`src/rtl/scl_div_pkg.sv`:
```
package scl_div_pkg;

   // Order of the divisions run on the shared divider.
   typedef enum logic [2:0] {
      OP_TOTAL = 3'd0,
      OP_MINLO = 3'd1,
      OP_MINHI = 3'd2,
      OP_MAXLO = 3'd3,
      OP_IDEAL = 3'd4
   } div_op_e;

   typedef struct packed {
      logic [15:0] low_min_ns;
      logic [15:0] high_min_ns;
      logic [15:0] low_max_ns;
   } phase_ns_t;

   localparam int unsigned HOLD_MARGIN_NS = 50;
   // ns * kHz / 8 cycles per divider unit
   localparam int unsigned UNIT_SCALE     = 8_000_000;

   function automatic phase_ns_t phase_limits(input logic slow_class);
      phase_ns_t p;
      if (slow_class) begin
         p.low_min_ns  = 16'd4700;
         p.high_min_ns = 16'd4000;
         p.low_max_ns  = 16'(2 * 3450 - HOLD_MARGIN_NS);
      end else begin
         p.low_min_ns  = 16'd1300;
         p.high_min_ns = 16'd600;
         p.low_max_ns  = 16'(2 * 900 - HOLD_MARGIN_NS);
      end
      return p;
   endfunction

endpackage

```
`src/rtl/scl_div_shiftsub.sv`:
```
// Restoring shift-subtract divider, one quotient bit per cycle.
module scl_div_shiftsub #(
   parameter int unsigned W = 48
) (
   input  logic         clk,
   input  logic         rst_n,
   input  logic         go,
   input  logic [W-1:0] num,
   input  logic [W-1:0] den,
   output logic         fin,
   output logic [W-1:0] quo,
   output logic [W-1:0] rem
);
   localparam int unsigned CW = $clog2(W + 1);

   logic [W-1:0]  quo_q, rem_q, den_q, diff;
   logic [W:0]    trial;
   logic [CW-1:0] cnt_q;
   logic          run_q, fin_q, take;

   assign trial = {rem_q, quo_q[W-1]};
   assign take  = (trial >= {1'b0, den_q});
   assign diff  = trial[W-1:0] - den_q;

   always_ff @(posedge clk or negedge rst_n) begin
      if (!rst_n) begin
         quo_q <= '0;
         rem_q <= '0;
         den_q <= '0;
         cnt_q <= '0;
         run_q <= 1'b0;
         fin_q <= 1'b0;
      end else begin
         fin_q <= 1'b0;
         if (go) begin
            quo_q <= num;
            rem_q <= '0;
            den_q <= den;
            cnt_q <= CW'(W);
            run_q <= 1'b1;
         end else if (run_q) begin
            rem_q <= take ? diff : trial[W-1:0];
            quo_q <= {quo_q[W-2:0], take};
            cnt_q <= cnt_q - 1'b1;
            if (cnt_q == CW'(1)) begin
               run_q <= 1'b0;
               fin_q <= 1'b1;
            end
         end
      end
   end

   assign fin = fin_q;
   assign quo = quo_q;
   assign rem = rem_q;
endmodule

```
`src/rtl/scl_div_operands.sv`:
```
// Selects dividend and divisor for each step of the sequence.
module scl_div_operands
   import scl_div_pkg::*;
#(
   parameter int unsigned IN_W        = 24,
   parameter int unsigned AW          = 48,
   parameter int unsigned STD_MAX_KHZ = 100
) (
   input  logic [2:0]      op,
   input  logic [IN_W-1:0] clk_khz,
   input  logic [IN_W-1:0] scl_khz,
   output logic [AW-1:0]   num,
   output logic [AW-1:0]   den
);
   phase_ns_t     lim;
   logic [AW-1:0] clk_w, scl8_w, t_lo, t_hi, t_max, scale;

   assign lim    = phase_limits(scl_khz <= IN_W'(STD_MAX_KHZ));
   assign clk_w  = AW'(clk_khz);
   assign scl8_w = AW'(scl_khz) << 3;
   assign t_lo   = AW'(lim.low_min_ns);
   assign t_hi   = AW'(lim.high_min_ns);
   assign t_max  = AW'(lim.low_max_ns);
   assign scale  = AW'(UNIT_SCALE);

   always_comb begin
      num = '0;
      den = {{(AW-1){1'b0}}, 1'b1};
      case (op)
         OP_TOTAL: begin num = clk_w;         den = scl8_w;                 end
         OP_MINLO: begin num = clk_w * t_lo;  den = scale;                  end
         OP_MINHI: begin num = clk_w * t_hi;  den = scale;                  end
         OP_MAXLO: begin num = clk_w * t_max; den = scale;                  end
         OP_IDEAL: begin num = clk_w * t_lo;  den = scl8_w * (t_lo + t_hi); end
         default: ;
      endcase
   end
endmodule

```
`src/rtl/scl_div_combine.sv`:
```
// Splits the period between low and high phase, then offsets and clamps.
module scl_div_combine #(
   parameter int unsigned AW    = 48,
   parameter int unsigned OUT_W = 16
) (
   input  logic [AW-1:0]    tot,
   input  logic [AW-1:0]    min_lo,
   input  logic [AW-1:0]    min_hi,
   input  logic [AW-1:0]    max_lo,
   input  logic [AW-1:0]    ideal_lo,
   output logic [OUT_W-1:0] lo,
   output logic [OUT_W-1:0] hi,
   output logic             conflict
);
   logic [AW-1:0] cap, hold_sum, spare, pick, lo_full, hi_full, lo_m1, hi_m1;

   always_comb begin
      conflict = (max_lo < min_lo);
      cap      = conflict ? min_lo : max_lo;
      hold_sum = min_lo + min_hi;
      spare    = '0;
      pick     = '0;
      if (hold_sum > tot) begin
         lo_full = min_lo;
         hi_full = min_hi;
      end else begin
         spare = tot - hold_sum;
         pick  = ideal_lo;
         if (pick > cap)            pick = cap;
         if (pick > min_lo + spare) pick = min_lo + spare;
         lo_full = pick;
         hi_full = min_hi + (spare - (pick - min_lo));
      end
      lo_m1 = lo_full - 1'b1;
      hi_m1 = hi_full - 1'b1;
   end

   generate
      if (OUT_W < AW) begin : g_clamp
         localparam logic [AW-1:0] OUT_MAX = AW'({OUT_W{1'b1}});
         assign lo = (lo_m1 > OUT_MAX) ? {OUT_W{1'b1}} : lo_m1[OUT_W-1:0];
         assign hi = (hi_m1 > OUT_MAX) ? {OUT_W{1'b1}} : hi_m1[OUT_W-1:0];
      end else begin : g_wide
         assign lo = OUT_W'(lo_m1);
         assign hi = OUT_W'(hi_m1);
      end
   endgenerate
endmodule

```
`src/rtl/scl_div_calc.sv`:
```
module scl_div_calc
   import scl_div_pkg::*;
#(
   parameter int unsigned IN_W         = 24,
   parameter int unsigned ARITH_W      = 48,
   parameter int unsigned OUT_W        = 16,
   parameter int unsigned STD_MAX_KHZ  = 100,
   parameter int unsigned FAST_MAX_KHZ = 400
) (
   input  logic             clk,
   input  logic             rst_n,
   input  logic             start,
   input  logic [IN_W-1:0]  clk_khz,
   input  logic [IN_W-1:0]  scl_khz,
   output logic             busy,
   output logic             done,
   output logic [OUT_W-1:0] div_low,
   output logic [OUT_W-1:0] div_high,
   output logic             conflict,
   output logic             range_err
);
   localparam int unsigned AW = ARITH_W;

   generate
      if (IN_W + 17 > AW) begin : g_bad_arith
         $error("ARITH_W too narrow for IN_W products");
      end
      if (OUT_W > AW) begin : g_bad_out
         $error("OUT_W must not exceed ARITH_W");
      end
      if (STD_MAX_KHZ >= FAST_MAX_KHZ) begin : g_bad_class
         $error("slow class limit must lie below fast class limit");
      end
   endgenerate

   logic             busy_q, done_q, conf_q, rerr_q, accept, go, fin;
   logic [2:0]       op_q, go_op;
   logic [IN_W-1:0]  clk_q, scl_q, src_clk, src_scl;
   logic [AW-1:0]    num, den, quo, rem, rounded;
   logic [AW-1:0]    tot_q, minlo_q, minhi_q, maxlo_q;
   logic [OUT_W-1:0] lo_q, hi_q, lo_n, hi_n;
   logic             conf_n, round_up;

   assign accept   = start & ~busy_q;
   assign go_op    = accept ? OP_TOTAL : (op_q + 3'd1);
   assign go       = accept | (fin & (op_q != OP_IDEAL));
   assign src_clk  = busy_q ? clk_q : clk_khz;
   assign src_scl  = busy_q ? scl_q : scl_khz;
   assign round_up = (op_q != OP_MAXLO) && (rem != '0);
   assign rounded  = quo + {{(AW-1){1'b0}}, round_up};

   scl_div_operands #(.IN_W(IN_W), .AW(AW), .STD_MAX_KHZ(STD_MAX_KHZ)) u_ops (
      .op      (go_op),
      .clk_khz (src_clk),
      .scl_khz (src_scl),
      .num     (num),
      .den     (den)
   );

   scl_div_shiftsub #(.W(AW)) u_div (
      .clk   (clk),
      .rst_n (rst_n),
      .go    (go),
      .num   (num),
      .den   (den),
      .fin   (fin),
      .quo   (quo),
      .rem   (rem)
   );

   scl_div_combine #(.AW(AW), .OUT_W(OUT_W)) u_mix (
      .tot      (tot_q),
      .min_lo   (minlo_q),
      .min_hi   (minhi_q),
      .max_lo   (maxlo_q),
      .ideal_lo (rounded),
      .lo       (lo_n),
      .hi       (hi_n),
      .conflict (conf_n)
   );

   always_ff @(posedge clk or negedge rst_n) begin
      if (!rst_n) begin
         busy_q  <= 1'b0;
         done_q  <= 1'b0;
         op_q    <= OP_TOTAL;
         clk_q   <= '0;
         scl_q   <= '0;
         tot_q   <= '0;
         minlo_q <= '0;
         minhi_q <= '0;
         maxlo_q <= '0;
         lo_q    <= '0;
         hi_q    <= '0;
         conf_q  <= 1'b0;
         rerr_q  <= 1'b0;
      end else begin
         done_q <= 1'b0;
         if (accept) begin
            busy_q <= 1'b1;
            op_q   <= OP_TOTAL;
            clk_q  <= clk_khz;
            scl_q  <= scl_khz;
         end else if (fin) begin
            case (op_q)
               OP_TOTAL: tot_q   <= rounded;
               OP_MINLO: minlo_q <= rounded;
               OP_MINHI: minhi_q <= rounded;
               OP_MAXLO: maxlo_q <= rounded;
               default: ;
            endcase
            if (op_q == OP_IDEAL) begin
               busy_q <= 1'b0;
               done_q <= 1'b1;
               lo_q   <= lo_n;
               hi_q   <= hi_n;
               conf_q <= conf_n;
               rerr_q <= (scl_q > IN_W'(FAST_MAX_KHZ));
            end else begin
               op_q <= op_q + 3'd1;
            end
         end
      end
   end

   assign busy      = busy_q;
   assign done      = done_q;
   assign div_low   = lo_q;
   assign div_high  = hi_q;
   assign conflict  = conf_q;
   assign range_err = rerr_q;
endmodule

```
`config.mk`:
```
export PLATFORM = sky130hd
export DESIGN_NAME = scl_div_calc
export DESIGN_NICKNAME = d
export VERILOG_FILES = /design/src/rtl/scl_div_pkg.sv /design/src/rtl/scl_div_shiftsub.sv /design/src/rtl/scl_div_operands.sv /design/src/rtl/scl_div_combine.sv /design/src/rtl/scl_div_calc.sv
export SDC_FILE = /design/constraint.sdc
export NUM_CORES = 2
export LEC_CHECK = 0
export ABC_AREA = 1
export BUFFER_PORTS_ARGS = -buffer_cell sky130_fd_sc_hd__buf_2
export CAP_MARGIN = 15
export CELL_PAD_IN_SITES_DETAIL_PLACEMENT = 0
export CELL_PAD_IN_SITES_GLOBAL_PLACEMENT = 2
export CORE_ASPECT_RATIO = 0.5
export CORE_MARGIN = 10
export CORE_UTILIZATION = 39
export DETAILED_ROUTE_END_ITERATION = 8
export GPL_TIMING_DRIVEN = 0
export PLACE_DENSITY = 0.8
export SYNTH_ARGS = -nofsm -noshare
export SYNTH_HDL_FRONTEND = slang
export SYNTH_SLANG_ARGS = --single-unit
```
`constraint.sdc`:
```
create_clock -name clk -period 13.6 [get_ports clk]
set_clock_uncertainty 0.05 [all_clocks]
set_input_delay 2.72 -clock clk [delete_from_list [all_inputs] [get_ports clk]]
set_output_delay 2.72 -clock clk [all_outputs]
set_load 0.02 [all_outputs]
```
=== Word level (Yosys, flattened, before mapping) ===
Index checks and enable logic that the tools add are counted.

* Add/sub/neg operators: 13
* Multipliers: 4
* Magnitude comparators: 9
* Equality and inequality tests: 12
* Mux-type cells: 37
* Bitwise gates (word level): 5
* Reductions and logical operators: 16

{| class="wikitable"
|+ Operator list
! operator !! number
|-
| 48-bit two-way mux || 12
|-
| 48-bit one-hot mux with 4 select lines || 1
|-
| 48-bit subtractor || 4
|-
| 48-bit adder || 3
|-
| 48-bit greater-than comparator || 3
|-
| 48-bit one-hot mux with 3 select lines || 1
|-
| 24-bit by 16-bit multiplier with 40-bit output || 3
|-
| 48-bit by 16-bit greater-than comparator with 1-bit output (second input constant) || 2
|-
| 48-bit by 1-bit subtractor with 48-bit output (second input constant) || 2
|-
| 49-bit by 48-bit >= comparator with 1-bit output || 1
|-
| 48-bit by 1-bit adder with 48-bit output || 1
|-
| 48-bit less-than comparator || 1
|-
| 24-bit by 48-bit multiplier with 45-bit output || 1
|-
| 24-bit two-way mux || 2
|-
| 48-bit nonzero test || 1
|-
| 45-bit two-way mux || 1
|-
| 16-bit two-way mux || 2
|-
| 24-bit by 9-bit greater-than comparator with 1-bit output (second input constant) || 1
|-
| 24-bit by 7-bit less-or-equal comparator with 1-bit output (second input constant) || 1
|-
| 16-bit by 16-bit adder with 17-bit output || 1
|-
| 3-bit AND reduction || 5
|-
| 3-bit by 2-bit equality test with 1-bit output (second input constant) || 4
|-
| 1-bit two-way mux || 12
|-
| 3-bit two-way mux || 4
|-
| other kinds (18) || 27
|}

* Register bits after elaboration: 431
* Input port bits: 51
* Output and inout port bits: 36
* Logic and storage cells: 115

=== Logic depth before layout (Yosys ltp) ===
* Word-level depth: 16
* Gate-level depth with buffers: 91
* Mapped depth without buffers: 89

=== Cells and area by module ===
A second synthesis with hierarchy kept.

* Cell total of the unflattened synthesis: 12,259
* Area, all modules: 80,697.4 um2

{| class="wikitable"
|+ Modules (own cells, without submodules)
! module !! instances !! cells an instance !! area an instance (um2) !! sequential area each (um2)
|-
| scl_div_operands || 1 || 4,383 || 31,706.7 || 0.0
|-
| scl_div_combine || 1 || 4,510 || 25,115.3 || 0.0
|-
| scl_div_calc || 1 || 1,656 || 12,859.8 || 6,981.7
|-
| scl_div_shiftsub || 1 || 1,710 || 11,015.6 || 3,803.6
|}

=== Worst setup path after synthesis ===
No wires, ideal clock.

* Kind: reg-to-reg
* Start point: register minlo_q[2]
* End point: register hi_q[2], in the netlist div_high[2]
* Library setup time: 0.113 ns
* Arrival time: 11.719 ns
* Required time: 13.437 ns
* Slack: 1.718 ns
* Stages on the path, launching flop included: 82
* Path buffers: 1
* Clock period less this slack: 11.882 ns
* Cell sequence: dfrtp_1 ha_1 a21oi_1 nand2_1 a21oi_1 o21ai_1 a21boi_0 o21ai_1 a21boi_0 o21ai_1 a21boi_0 o21ai_1 a21boi_0 o21ai_1 xnor2_1 ha_1 nand2_1 nor2_1 (+46 left out) a21oi_1 xor2_1 nand2_1 o21ai_1 nand2_1 nor2_1 nand2_1 nor2_1 nand3_1 o21bai_1 nand2_1 nor2_1 nand3_1 nor2_4 buf_6 nand3_1 nand2_1 inv_1

* Cells in the longest elaborated chain, start to end: 15
* Elaborated cells between the ends (all ways): 19
* Those cells by class: add/sub (7); order compare (5); mux (7)

{| class="wikitable"
|+ RTL lines
! element !! line !! RTL
|-
| start: declaration || scl_div_calc.sv:40 || <nowiki>logic [AW-1:0] tot_q, minlo_q, minhi_q, maxlo_q;</nowiki>
|-
| start signal: assignment || scl_div_calc.sv:107 || <nowiki>OP_MINLO: minlo_q <= rounded;</nowiki>
|-
| branches (longest 11 deep; another with 48-bit adder) || n/a ||
|-
| 48-bit two-way mux * || scl_div_combine.sv:23 || <nowiki>if (hold_sum > tot) begin</nowiki>
|-
| 48-bit by 1-bit subtractor with 48-bit output * || scl_div_combine.sv:35 || <nowiki>hi_m1 = hi_full - 1'b1;</nowiki>
|-
| 48-bit by 16-bit greater-than comparator with 1-bit output || scl_div_combine.sv:42 || <nowiki>assign hi = (hi_m1 > OUT_MAX) ? {OUT_W{1'b1}} : hi_m1[OUT_W-1:0];</nowiki>
|-
| 16-bit two-way mux * || scl_div_combine.sv:42 ||
|-
| end signal: assignment || scl_div_calc.sv:116 || <nowiki>hi_q <= hi_n;</nowiki>
|-
| end: declaration || scl_div_calc.sv:41 || <nowiki>logic [OUT_W-1:0] lo_q, hi_q, lo_n, hi_n;</nowiki>
|}

Every way passes the cells marked *. The select of a mux whose other input is x is not followed.
A chain may end at the register's enable or synchronous reset.

=== Worst setup path after layout ===
* Start point: register busy_q, in the netlist busy
* End point: register u_div.quo_q[35], in the netlist u_div.quo[35]

* Cells in the longest elaborated chain, start to end: 7
* Elaborated cells between the ends (all ways): 20
* Those cells by class: mul (3); order compare (1); eq/ne (4); mux (6); bitwise (3); reduce/logical (3)

{| class="wikitable"
|+ RTL lines
! element !! line !! RTL
|-
| start: declaration || scl_div_calc.sv:36 || <nowiki>logic busy_q, done_q, conf_q, rerr_q, accept, go, fin;</nowiki>
|-
| start signal: assignment || scl_div_calc.sv:84 || <nowiki>busy_q <= 1'b0;</nowiki>
|-
| start signal: assignment || scl_div_calc.sv:100 || <nowiki>busy_q <= 1'b1;</nowiki>
|-
| start signal: assignment || scl_div_calc.sv:113 || <nowiki>busy_q <= 1'b0;</nowiki>
|-
| branches (longest 7 deep; another with 24-bit by 16-bit multiplier with 40-bit output) || n/a ||
|-
| end signal: assignment || scl_div_shiftsub.sv:36 || <nowiki>quo_q <= num;</nowiki>
|-
| end signal: assignment || scl_div_shiftsub.sv:43 || <nowiki>quo_q <= {quo_q[W-2:0], take};</nowiki>
|-
| end: declaration || scl_div_shiftsub.sv:16 || <nowiki>logic [W-1:0] quo_q, rem_q, den_q, diff;</nowiki>
|}

Parallel ways; which one is timed is not known.

==> results.toml <==
[place]
dp_hpwl_mm = 257
dp_cells = 12800
port_buffers = 86
gp_congestion = 0.968
post_dp_cell_area_um2 = 76700

[cells_and_area]
nets = 12100
finalInstanceArea_um2 = 80800
drive_gt1_frac = 0.0864
layout.cells.non_filler = 12900
syn2layout_area_growth_pct = 11.7
utilization = 0.440

[critical_path]
r2r-start = "busy"
r2r_cells = 42
endpoint = "u_div.quo[35]"
crit_start = "busy"
slowest_stage = "nor2_1"
setup.worst_path.start_class = "flop"
cp_common_cell = "nand2_1"
worst-endpoint-required_ns = 14.13
cpPeakStageDelay_ns = 0.98
critPathKind = "flop to flop"
crit_path_max_fanout = 10
crit_path_end_kind = "flop"
reg2reg_to = "u_div.quo[35]"
arrival_ns = 13.61
reg2reg_setup_slack_ns = 0.52

[clocking]
clock_sinks = 423
cts_root_buf = "clkbuf_16"
clock_latency_ns = 0.71
numCtsBuffers = 48
path_clk_slew_ns = 0.07
clockBufferDepth = 3
htree_levels = 2
cts_tree = "done"
postCtsHoldBufs = 0

[hold_path]
hold_path.class = "flop to flop"

[global_routing]
grt-ovfl-total = 0
grt_max_degree = 112
grt.total_usage = 0.280
grt_pass1_wl_mm = 434
grt_pass1_vias = 66000
antenna_found_initial = 10

[route]
drt_pass1_iterations = 8
routed.top_layer = "met4"
drc = 0
wl_met2_mm = 129
wl_mm = 296
vias_per_cell = 5.19
wl_met1_mm = 141
antenna_left = 0
wl_per_cell_um = 22.9
first_iter_violations = 5177
vias = 67200
met3_length_mm = 14.9

[logic_synthesis]
ys_seq_area_frac = 0.146
ys.flop_type = "dfrtp_1"
ys_ff_latch = 423
synthCells = 10100
synth.avg_cell_area_um2 = 7.19
synth_warnings = 0
synth.distinct_cells = 63
synth_edf_count = 0
synthArstFlopShare = 1.00
netlist_area_um2 = 72400

[timing]
tightest_slew_ns = 1.29
hold_viol_final = 0
maxSlewViolCount = 0
period_minus_slack_ns = 13.08
relSlewSlack = 0.128
fin_crit_sh = 0.962
fmax_mhz = 76.4
setup_viol = 0

[floorplan]
core_area_um2 = 184000
die_area_um2 = 204000
die_y_um = 325
initial_utilization = 0.394
ios = 87
die_w_um = 629
rows = 111

[run]
max_cap_violations = 0

[run_status]
outcome = "complete, no violations"
## cells in the final DEF, fill, tap and decap left out, types with 15 or more instances in the layout
cell and n:
a21boi_0 15, a21o_1 26, a21oi_1 548, a21oi_2 41
a22oi_1 18, a31oi_1 59, and2_1 34, buf_2 104
buf_4 114, buf_6 29, clkbuf_1 153, clkbuf_16 48
conb_1 82, dfrtp_1 409, fa_1 652, ha_1 962
ha_2 19, ha_4 22, inv_1 1868, nand2_1 2217
nand2_2 65, nand3_1 453, nand3_2 47, nand4_1 91
nor2_1 675, nor2_2 76, nor2_4 30, nor3_1 80
nor4_1 38, o2111ai_1 15, o211ai_1 25, o21a_1 32
o21ai_0 693, o21ai_1 44, o21ai_2 33, o21bai_1 17
o22ai_1 42, or2_2 100, xnor2_1 84, xor2_1 142
## stage by stage
| stage | setup slack, ns | hold WS [ns] | TNS (ns) |
|---|---|---|---|
| global route | -0.137 | 0.432 | -1.58 |
| CTS | 0.00395 | 0.417 | 0 |
| global placement | -3.22 | 0.396 | -74.85 |
| detailed placement | -3.15 | 0.401 | -51.68 |
| finish | 0.519 | 0.413 | 0 |
| floorplan | 1.72 | 0.384 | 0 |
## per-layer routing
metal  GRT usage  vias up
li1            -    32900
met1       0.402    32200
met2       0.441     1694
met3      0.0304      372
met4      0.0862        0
met5           0        -
## worst max-delay path: cells and delay by family (launching register included)
family          cells  cell delay (ns)
buf+inv             7             2.82
compound gates      7             2.33
simple gates       20             3.34
fa+ha+maj           8             3.64
flops               1             0.71
## state kept, by name, summed over array words and instances (netlist names), 6 cells and up
| name | cells |
|---|---|
| u_div.cnt_q | 6 |
| minlo_q | 48 |
| maxlo_q | 48 |
| minhi_q | 48 |
| div_high | 16 |
| div_low | 16 |
| u_div.quo | 48 |
| u_div.den_q | 40 |
| u_div.rem | 48 |
| scl_q | 24 |
| tot_q | 48 |
| clk_q | 24 |
## logic make-up (layout without fill, tap and decap cells)
kind of cell               count (synthesis)  in the layout  synth area share
and+or+nand+nor                         3947           3947             0.230
buffers and inverters                   2098           2392             0.111
AOI/OAI and AO/OA                       1692           1692             0.128
adders and majority gates               1657           1657             0.354
DFF                                      423            423             0.146
xor gates and xnor gates                 251            251            0.0304
other                                      2             86          0.000104
## Yosys cell counts, types with 12 or more instances
master | number | share of area
a21oi_1 | 595 | 0.041
nor2_1 | 741 | 0.038
o21bai_1 | 21 | 0.0022
xnor2_1 | 94 | 0.011
o21a_1 | 32 | 0.0033
nand2_2 | 17 | 0.0015
or2_2 | 101 | 0.0087
nor2_4 | 13 | 0.0020
buf_6 | 12 | 0.0019
xor2_1 | 157 | 0.019
nor2_2 | 27 | 0.0023
buf_2 | 19 | 0.0013
nand4_1 | 91 | 0.0079
nor4_1 | 42 | 0.0036
o221ai_1 | 13 | 0.0016
o211ai_1 | 25 | 0.0026
clkbuf_1 | 158 | 0.0082
nand3_2 | 27 | 0.0037
a21boi_0 | 27 | 0.0028
buf_4 | 13 | 0.0013
o2111ai_1 | 15 | 0.0018
o21ai_1 | 22 | 0.0015
nand3_1 | 475 | 0.033
a31oi_1 | 65 | 0.0056
fa_1 | 654 | 0.18
inv_1 | 1872 | 0.097
a21o_1 | 27 | 0.0028
o21ai_0 | 749 | 0.052
o22ai_1 | 42 | 0.0036
ha_1 | 1003 | 0.17
and2_1 | 34 | 0.0029
nand2_1 | 2273 | 0.12
nor3_1 | 88 | 0.0061
a22oi_1 | 18 | 0.0019
dfrtp_1 | 423 | 0.15
## worst min-delay path by stage
| stage | from | end | slack [ns] | cells after the start |
|---|---|---|---|---|
| 2_1_floorplan | clk_q[0] | clk_q[0] | 0.38 | 2 |
| 3_3_place_gp | clk_q[10] | clk_q[10] | 0.40 | 2 |
| 3_5_place_dp | clk_q[13] | clk_q[13] | 0.40 | 2 |
| 4_1_cts | clk_q[17] | clk_q[17] | 0.42 | 2 |
| 5_1_grt | clk_q[13] | clk_q[13] | 0.43 | 2 |
| 6_report | clk_q[13] | clk_q[13] | 0.41 | 2 |
## repair_timing
item / in CTS / in global routing
setup endpoints to repair: 30 / 21
gates resized for setup: 185 / 332
cloned: 0 / 1
pin swaps: 26 / 83
setup buffers: 34 / 46
## cell type report
type | count | area, um2
Antenna cell | 4 | 10.0
Buffer | 210 | 1030
Clock buffer | 59 | 1330
Clock inverter | 24 | 208
Fill cell | 19600 | 103000
Inverter | 1888 | 7100
Multi-Input combinational cell | 7629 | 55900
Sequential cell | 423 | 10600
Tap cell | 2486 | 3110
Timing Repair Buffer | 211 | 1530
Power is left out: the tool's default activity adds up to more than one toggle a clock period on the data nets, which glitch-free logic cannot reach.
